`config.mk`:
```
export PLATFORM = sky130hd
export DESIGN_NAME = serial_rem3_tracker
export DESIGN_NICKNAME = d
export VERILOG_FILES = /design/src/rtl/rem3_pkg.sv /design/src/rtl/rem3_next_logic.sv /design/src/rtl/rem3_state_bank.sv /design/src/rtl/rem3_out_decode.sv /design/src/rtl/serial_rem3_tracker.sv
export SDC_FILE = /design/constraint.sdc
export NUM_CORES = 1
export LEC_CHECK = 0
export BUFFER_PORTS_ARGS = -buffer_cell sky130_fd_sc_hd__buf_2
export CORE_AREA = 2 2 39 41
export DETAILED_ROUTE_END_ITERATION = 7
export DIE_AREA = 0 0 41 43
export RECOVER_POWER = 50
export REMOVE_ABC_BUFFERS = 1
export SLEW_MARGIN = 20
export SYNTH_ARGS = -nofsm -noshare
export SYNTH_HDL_FRONTEND = slang
export SYNTH_SLANG_ARGS = --single-unit
```
`constraint.sdc`:
```
create_clock -name clk -period 1 [get_ports clk]
set_input_delay 0.1 -clock clk [delete_from_list [all_inputs] [get_ports clk]]
set_output_delay 0.1 -clock clk [all_outputs]
set_load 0.1 [all_outputs]
```
`src/rtl/rem3_pkg.sv`:
```
package rem3_pkg;
  localparam int REM_W = 2;
  localparam logic [REM_W-1:0] REM_ZERO = 2'b00;
  localparam logic [REM_W-1:0] REM_ONE  = 2'b01;
  localparam logic [REM_W-1:0] REM_TWO  = 2'b10;

  // Appending bit b to a prefix with remainder r gives (2r + b) mod 3.
  function automatic logic [REM_W-1:0] rem3_step(input logic [REM_W-1:0] r, input logic b);
    logic [REM_W-1:0] res;
    case (r)
      REM_ZERO: res = b ? REM_ONE  : REM_ZERO;
      REM_ONE:  res = b ? REM_ZERO : REM_TWO;
      REM_TWO:  res = b ? REM_TWO  : REM_ONE;
      default:  res = REM_ZERO; // unused code: recover to zero
    endcase
    return res;
  endfunction
endpackage

```
`src/rtl/rem3_next_logic.sv`:
```
module rem3_next_logic
  import rem3_pkg::*;
(
  input  logic [REM_W-1:0] cur_state,
  input  logic             bit_valid,
  input  logic             bit_in,
  output logic [REM_W-1:0] nxt_state,
  output logic             step_taken,
  output logic             illegal_state
);
  always_comb begin
    step_taken    = bit_valid;
    illegal_state = (cur_state == 2'b11);
    nxt_state     = bit_valid ? rem3_step(cur_state, bit_in) : cur_state;
  end
endmodule

```
`src/rtl/rem3_state_bank.sv`:
```
module rem3_state_bank
  import rem3_pkg::*;
(
  input  logic             clk,
  input  logic             rst,
  input  logic [REM_W-1:0] nxt_state,
  output logic [REM_W-1:0] cur_state
);
  always_ff @(posedge clk) begin
    if (rst) cur_state <= REM_ZERO;
    else     cur_state <= nxt_state;
  end
endmodule

```
`src/rtl/rem3_out_decode.sv`:
```
module rem3_out_decode
  import rem3_pkg::*;
(
  input  logic [REM_W-1:0] cur_state,
  output logic [REM_W-1:0] rem_out,
  output logic             div_flag
);
  always_comb begin
    rem_out  = (cur_state == 2'b11) ? REM_ZERO : cur_state;
    div_flag = (cur_state == REM_ZERO) || (cur_state == 2'b11);
  end
endmodule

```
`src/rtl/serial_rem3_tracker.sv`:
```
module serial_rem3_tracker
  import rem3_pkg::*;
(
  input  logic       clk,
  input  logic       rst,
  input  logic       bit_valid,
  input  logic       bit_in,
  output logic [1:0] rem_out,
  output logic       div_flag
);
  logic [REM_W-1:0] cur_state;
  logic [REM_W-1:0] nxt_state;
  logic             step_taken;
  logic             illegal_state;

  rem3_next_logic u_next (
    .cur_state    (cur_state),
    .bit_valid    (bit_valid),
    .bit_in       (bit_in),
    .nxt_state    (nxt_state),
    .step_taken   (step_taken),
    .illegal_state(illegal_state)
  );

  rem3_state_bank u_bank (
    .clk      (clk),
    .rst      (rst),
    .nxt_state(nxt_state),
    .cur_state(cur_state)
  );

  rem3_out_decode u_dec (
    .cur_state(cur_state),
    .rem_out  (rem_out),
    .div_flag (div_flag)
  );
endmodule

```
==> Yosys cells after proc, flatten, opt, wreduce, memory -nomap -nowiden <==
Cells that the tools add are included.
{ "word_totals": {"n_memories": 0, "reg_bits": 2, "romBits": 0, "wordCells": 11, "input_bits": 4, "latchBits": 0, "mem_bits_rw": 0} }
{ "classes": {"reduce_logical": 2, "add_sub_neg": 0, "order_cmp": 0, "shifts": 0, "n_mux": 5, "bitwise_logic": 0, "mul": 0, "n_eq_ne": 3, "div_mod_pow": 0} }
{ "ops": {"columns": ["operator", "n"], "rows": [
  ["$mux W2", 3],
  ["$pmux W2 S3", 1],
  ["$eq A2 B2 Y1 const B", 2],
  ["$eq A2 B1 Y1 const B", 1],
  ["$logic_not A2 Y1", 1],
  ["$logic_or A1 B1 Y1", 1],
  ["$mux W1", 1]
]} }

==> Logic depth before layout (Yosys ltp) <==
{ "logic_depth": {"ltp_word": 2, "depth_mapped": 4, "depth_no_buf": 4} }

==> Cells and area by module <==
Synthesis repeated with hierarchy kept, for this count alone.
{ "hier_totals": {"cells_unflattened": 17, "area_unflattened_um2": 147.6} }
{ "by_module_without_submodules": {"columns": ["module", "cells_each", "instances", "area_per_inst_um2"], "rows": [
  ["rem3_next_logic", 9, 1, 62.6],
  ["rem3_state_bank", 4, 1, 52.6],
  ["rem3_out_decode", 4, 1, 32.5]
]} }

==> Worst setup path before layout <==
Ideal clock, no wire load.
{ "synth_path": {"path_kind": "reg-to-output", "from": "register u_bank.cur_state[0]", "to": "output div_flag", "path_stages_with_launch": 4, "t_arrival_ns": 1.320, "path_slack_ns": -0.420, "required_ns": 0.900, "cell_sequence": "dfxtp_1 -> inv_1 -> ha_1 -> inv_1"} }
{ "synth_between": {"elab_chain_cells": 2, "elab_cells_between_ends": 3, "cone_classes": "1 x eq/ne; 2 x reduce/logical"} }
{ "synth_rtl": {"columns": ["element", "line", "source"], "rows": [
  ["start: declaration", "rem3_state_bank.sv:7", "output logic [REM_W-1:0] cur_state"],
  ["start signal: assignment", "rem3_state_bank.sv:11", "else cur_state <= nxt_state;"],
  ["$eq A2 B2 Y1 / $logic_not A2 Y1 (equally long branches)", "rem3_out_decode.sv:10", "div_flag = (cur_state == REM_ZERO) || (cur_state == 2'b11);"],
  ["$logic_or A1 B1 Y1 (*)", "rem3_out_decode.sv:10", null],
  ["end: declaration", "serial_rem3_tracker.sv:9", "output logic div_flag"]
]} }
Every way passes the cells marked *; elsewhere a longest branch is shown, timed or not.

==> Worst setup path in the final report <==
Same ends and word-level chain as after synthesis.

==> results.sh <==
export IMPL_top_regs="u_bank.cur_state: 2 flops"
export IMPL_worst_pin_slew_ps=197.3
export IMPL_n_antenna_cell=0
export IMPL_synth_cells=16
export IMPL_hp_class="primary input to register"
export IMPL_holdWs_ps=122.0
export IMPL_fin_crit_sh=1.170
export IMPL_regMostFlops="u_bank.cur_state"
export IMPL_remaining_drc_errors=0
export IMPL_cellPowerDensity_nw_per_um2=1043
export IMPL_crit_top_cell="inv_4"
export IMPL_cp_end_kind="primary output"
export IMPL_cts_buffers=3
export IMPL_yosys_warnings=0
export IMPL_ys_seq_elements=2
export IMPL_ctsHoldBuffers=0
export IMPL_vias=177
export IMPL_clock_sinks=2
export IMPL_place_area_um2=312.8
export IMPL_root_buffer="clkbuf_4"
export IMPL_design_area_um2=439.2
export IMPL_report_final_slew_viol_count=0
export IMPL_row_count=14
export IMPL_clkTransAtPathRegs_ps=30
export IMPL_grt_max_degree=4
export IMPL_fp_coreArea_um2=1384
export IMPL_clock_path_buffers=2
export IMPL_gr_total_overflow=0
export IMPL_relSlewSlack=0.8659
export IMPL_clock_latency_ps=220
export IMPL_dieArea_um2=1763
export IMPL_worst_path_max_fanout=3
export IMPL_wire_per_inst_um=10.35
export IMPL_synth_area_per_cell_um2=10.79
export IMPL_hold_violations=0
export IMPL_dp_hpwl_um=297.1
export IMPL_cp_required_ps=900
export IMPL_post_route_min_period_ps=1170
export IMPL_yosysTopAreaCell="ha_1"
export IMPL_port_buffers=6
export IMPL_r2r_setup_slack_ps=-130
export IMPL_vias_per_cell=3.612
export IMPL_crit_buf_inv=3
export IMPL_fin_nets=45
export IMPL_grt_pass1_vias=206
export IMPL_critPathArrivalTime_ps=1070
export IMPL_synth_area_top_cells="ha_1 43%, dfxtp_1 23%, mux2i_1 12%"
export IMPL_grt_total_usage=0.07114
export IMPL_ctsHtreeMaxLevel=1
export IMPL_fin_skew_ps=1.549
export IMPL_rsz0062_at_grt="true"
export IMPL_status="complete, but fails checks"
export IMPL_critPathTopFamily="flip-flops"
export IMPL_fin_setup_tns_ps=-714.0
export IMPL_synth_area_um2=172.7
export IMPL_fmax_mhz=854.5
export IMPL_pin_count=7
export IMPL_grt_pass1_wl_um=752
export IMPL_die_width_um=41
export IMPL_p_leak_uw=0.0001754
export IMPL_wl_um=507
export IMPL_crit_type="register to primary output"
export IMPL_peakVddDrop_v=0.0002198
export IMPL_gp_congestion=0.6102
export IMPL_largest_reg_flops=2
export IMPL_final_antenna_net_count=0
export IMPL_area_growth_pct=154.3
export IMPL_violations="setup timing"
export IMPL_dr_pass1_iters=1
export IMPL_startpoint_type="register"
export IMPL_drv_cap=0
export IMPL_max_stage_delay_ps=350
export IMPL_worst_slack_ps=-170.3
export IMPL_fp_dieH_um=43
export IMPL_setup_viol=5
export IMPL_synth_top_area_share=0.4348
export IMPL_layout_drive_gt1_share=0.9697
export IMPL_drt_first_iter_violations=0
export IMPL_antenna_found_initial=0
export IMPL_cts_tree="done"
export IMPL_crit_chain="inv_4 > ha_4 > inv_4 > buf_12"
export IMPL_synth_cell_types=6
export IMPL_cp_slowest_cell="dfxtp_2"
export IMPL_start_util=0.1248
export IMPL_seq_area_frac_synth=0.2319
==> metal layers <==
layer  wire, µm  up-vias  share of wire  global-route usage
met2        292        4           0.58              0.1156
li1           -       89              -                   -
met5          0        -              0                   0
met4          0        0              0             0.08000
met3         33        0          0.065             0.03141
met1        181       84           0.36             0.05112
==> area by class of cell <==
type / count / area (µm²)
flip-flops and latches: 2 / 42.54
inverters: 3 / 16.27
well taps: 16 / 20.02
clock buffers: 3 / 22.52
multi-input cells: 11 / 198.9
repair buffers: 14 / 138.9
fillers: 143 / 944.7
==> worst paths after layout <==
kind | from | endpoint | cells past startpoint
hold / removal | rst | u_bank.cur_state[1]$_SDFFE_PP0P_ | 2
setup reg to reg | u_bank.cur_state[0]$_SDFFE_PP0P_ | u_bank.cur_state[0]$_SDFFE_PP0P_ | 5
setup / recovery | u_bank.cur_state[0]$_SDFFE_PP0P_ | div_flag | 4
hold reg to reg | u_bank.cur_state[1]$_SDFFE_PP0P_ | u_bank.cur_state[1]$_SDFFE_PP0P_ | 3
==> what timing repair did <==
item,CTS,global route
pin swaps,3,0
setup endpoints to repair,5,5
endpoints found under the hold margin,0,0
gates resized for setup,18,3
buffers inserted,2,0
==> report_power, final <==
| group | internal, µW | switching [µW] | leakage, µW |
|---|---|---|---|
| registers | 85.3 | 4.50 | 0.0000172 |
| clock network | 132 | 43.4 | 0.0000138 |
| logic | 87.0 | 106 | 0.000144 |
| total | 304 | 154 | 0.000175 |
==> worst register-to-register path, cell delays in order (launching register included) <==
cell,delay [ps]
dfxtp_2,350
inv_4,50
buf_4,140
ha_4,160
mux2i_2,190
o32ai_2,120
==> cells in the mapped netlist <==
cell type / instances
dfxtp_1: 2
inv_1: 3
ha_1: 6
mux2i_1: 2
or3b_1: 1
o32ai_1: 2
==> cells by family (layout without fill, tap and decap cells) <==
| logic type | count (synthesis) | in the layout | share of synthesized area |
|---|---|---|---|
| adders and majority gates | 6 | 6 | 0.4348 |
| AOI/OAI and AO/OA | 2 | 2 | 0.1015 |
| DFF | 2 | 2 | 0.2319 |
| and+or+nand+nor | 1 | 1 | 0.05073 |
| buffers and inverters | 3 | 20 | 0.06521 |
| muxes | 2 | 2 | 0.1159 |
==> through the flow <==
stage               setup slack (ps)  cells  utilization  power [µW]
global route                  -193.9     49       0.3174       477.8
global placement              -87.16     44       0.2260       234.4
CTS                           -183.6     49       0.3110       463.3
finish                        -170.3     49       0.3174       458.3
floorplan                     -420.0     16            -       170.9
detailed placement            -96.00     44       0.2260       235.7
==> cell usage in the layout (no fill, tap or decap) <==
| master | netlist | final |
|---|---|---|
| buf_12 | 0 | 3 |
| buf_2 | 0 | 3 |
| buf_4 | 0 | 7 |
| buf_6 | 0 | 1 |
| clkbuf_4 | 0 | 3 |
| dfxtp_2 | 0 | 2 |
| ha_1 | 6 | 1 |
| ha_2 | 0 | 1 |
| ha_4 | 0 | 4 |
| inv_2 | 0 | 1 |
| inv_4 | 0 | 2 |
| mux2i_2 | 0 | 2 |
| o32ai_2 | 0 | 2 |
| or3b_4 | 0 | 1 |
No activity file was read; power rests on OpenSTA's default activity.
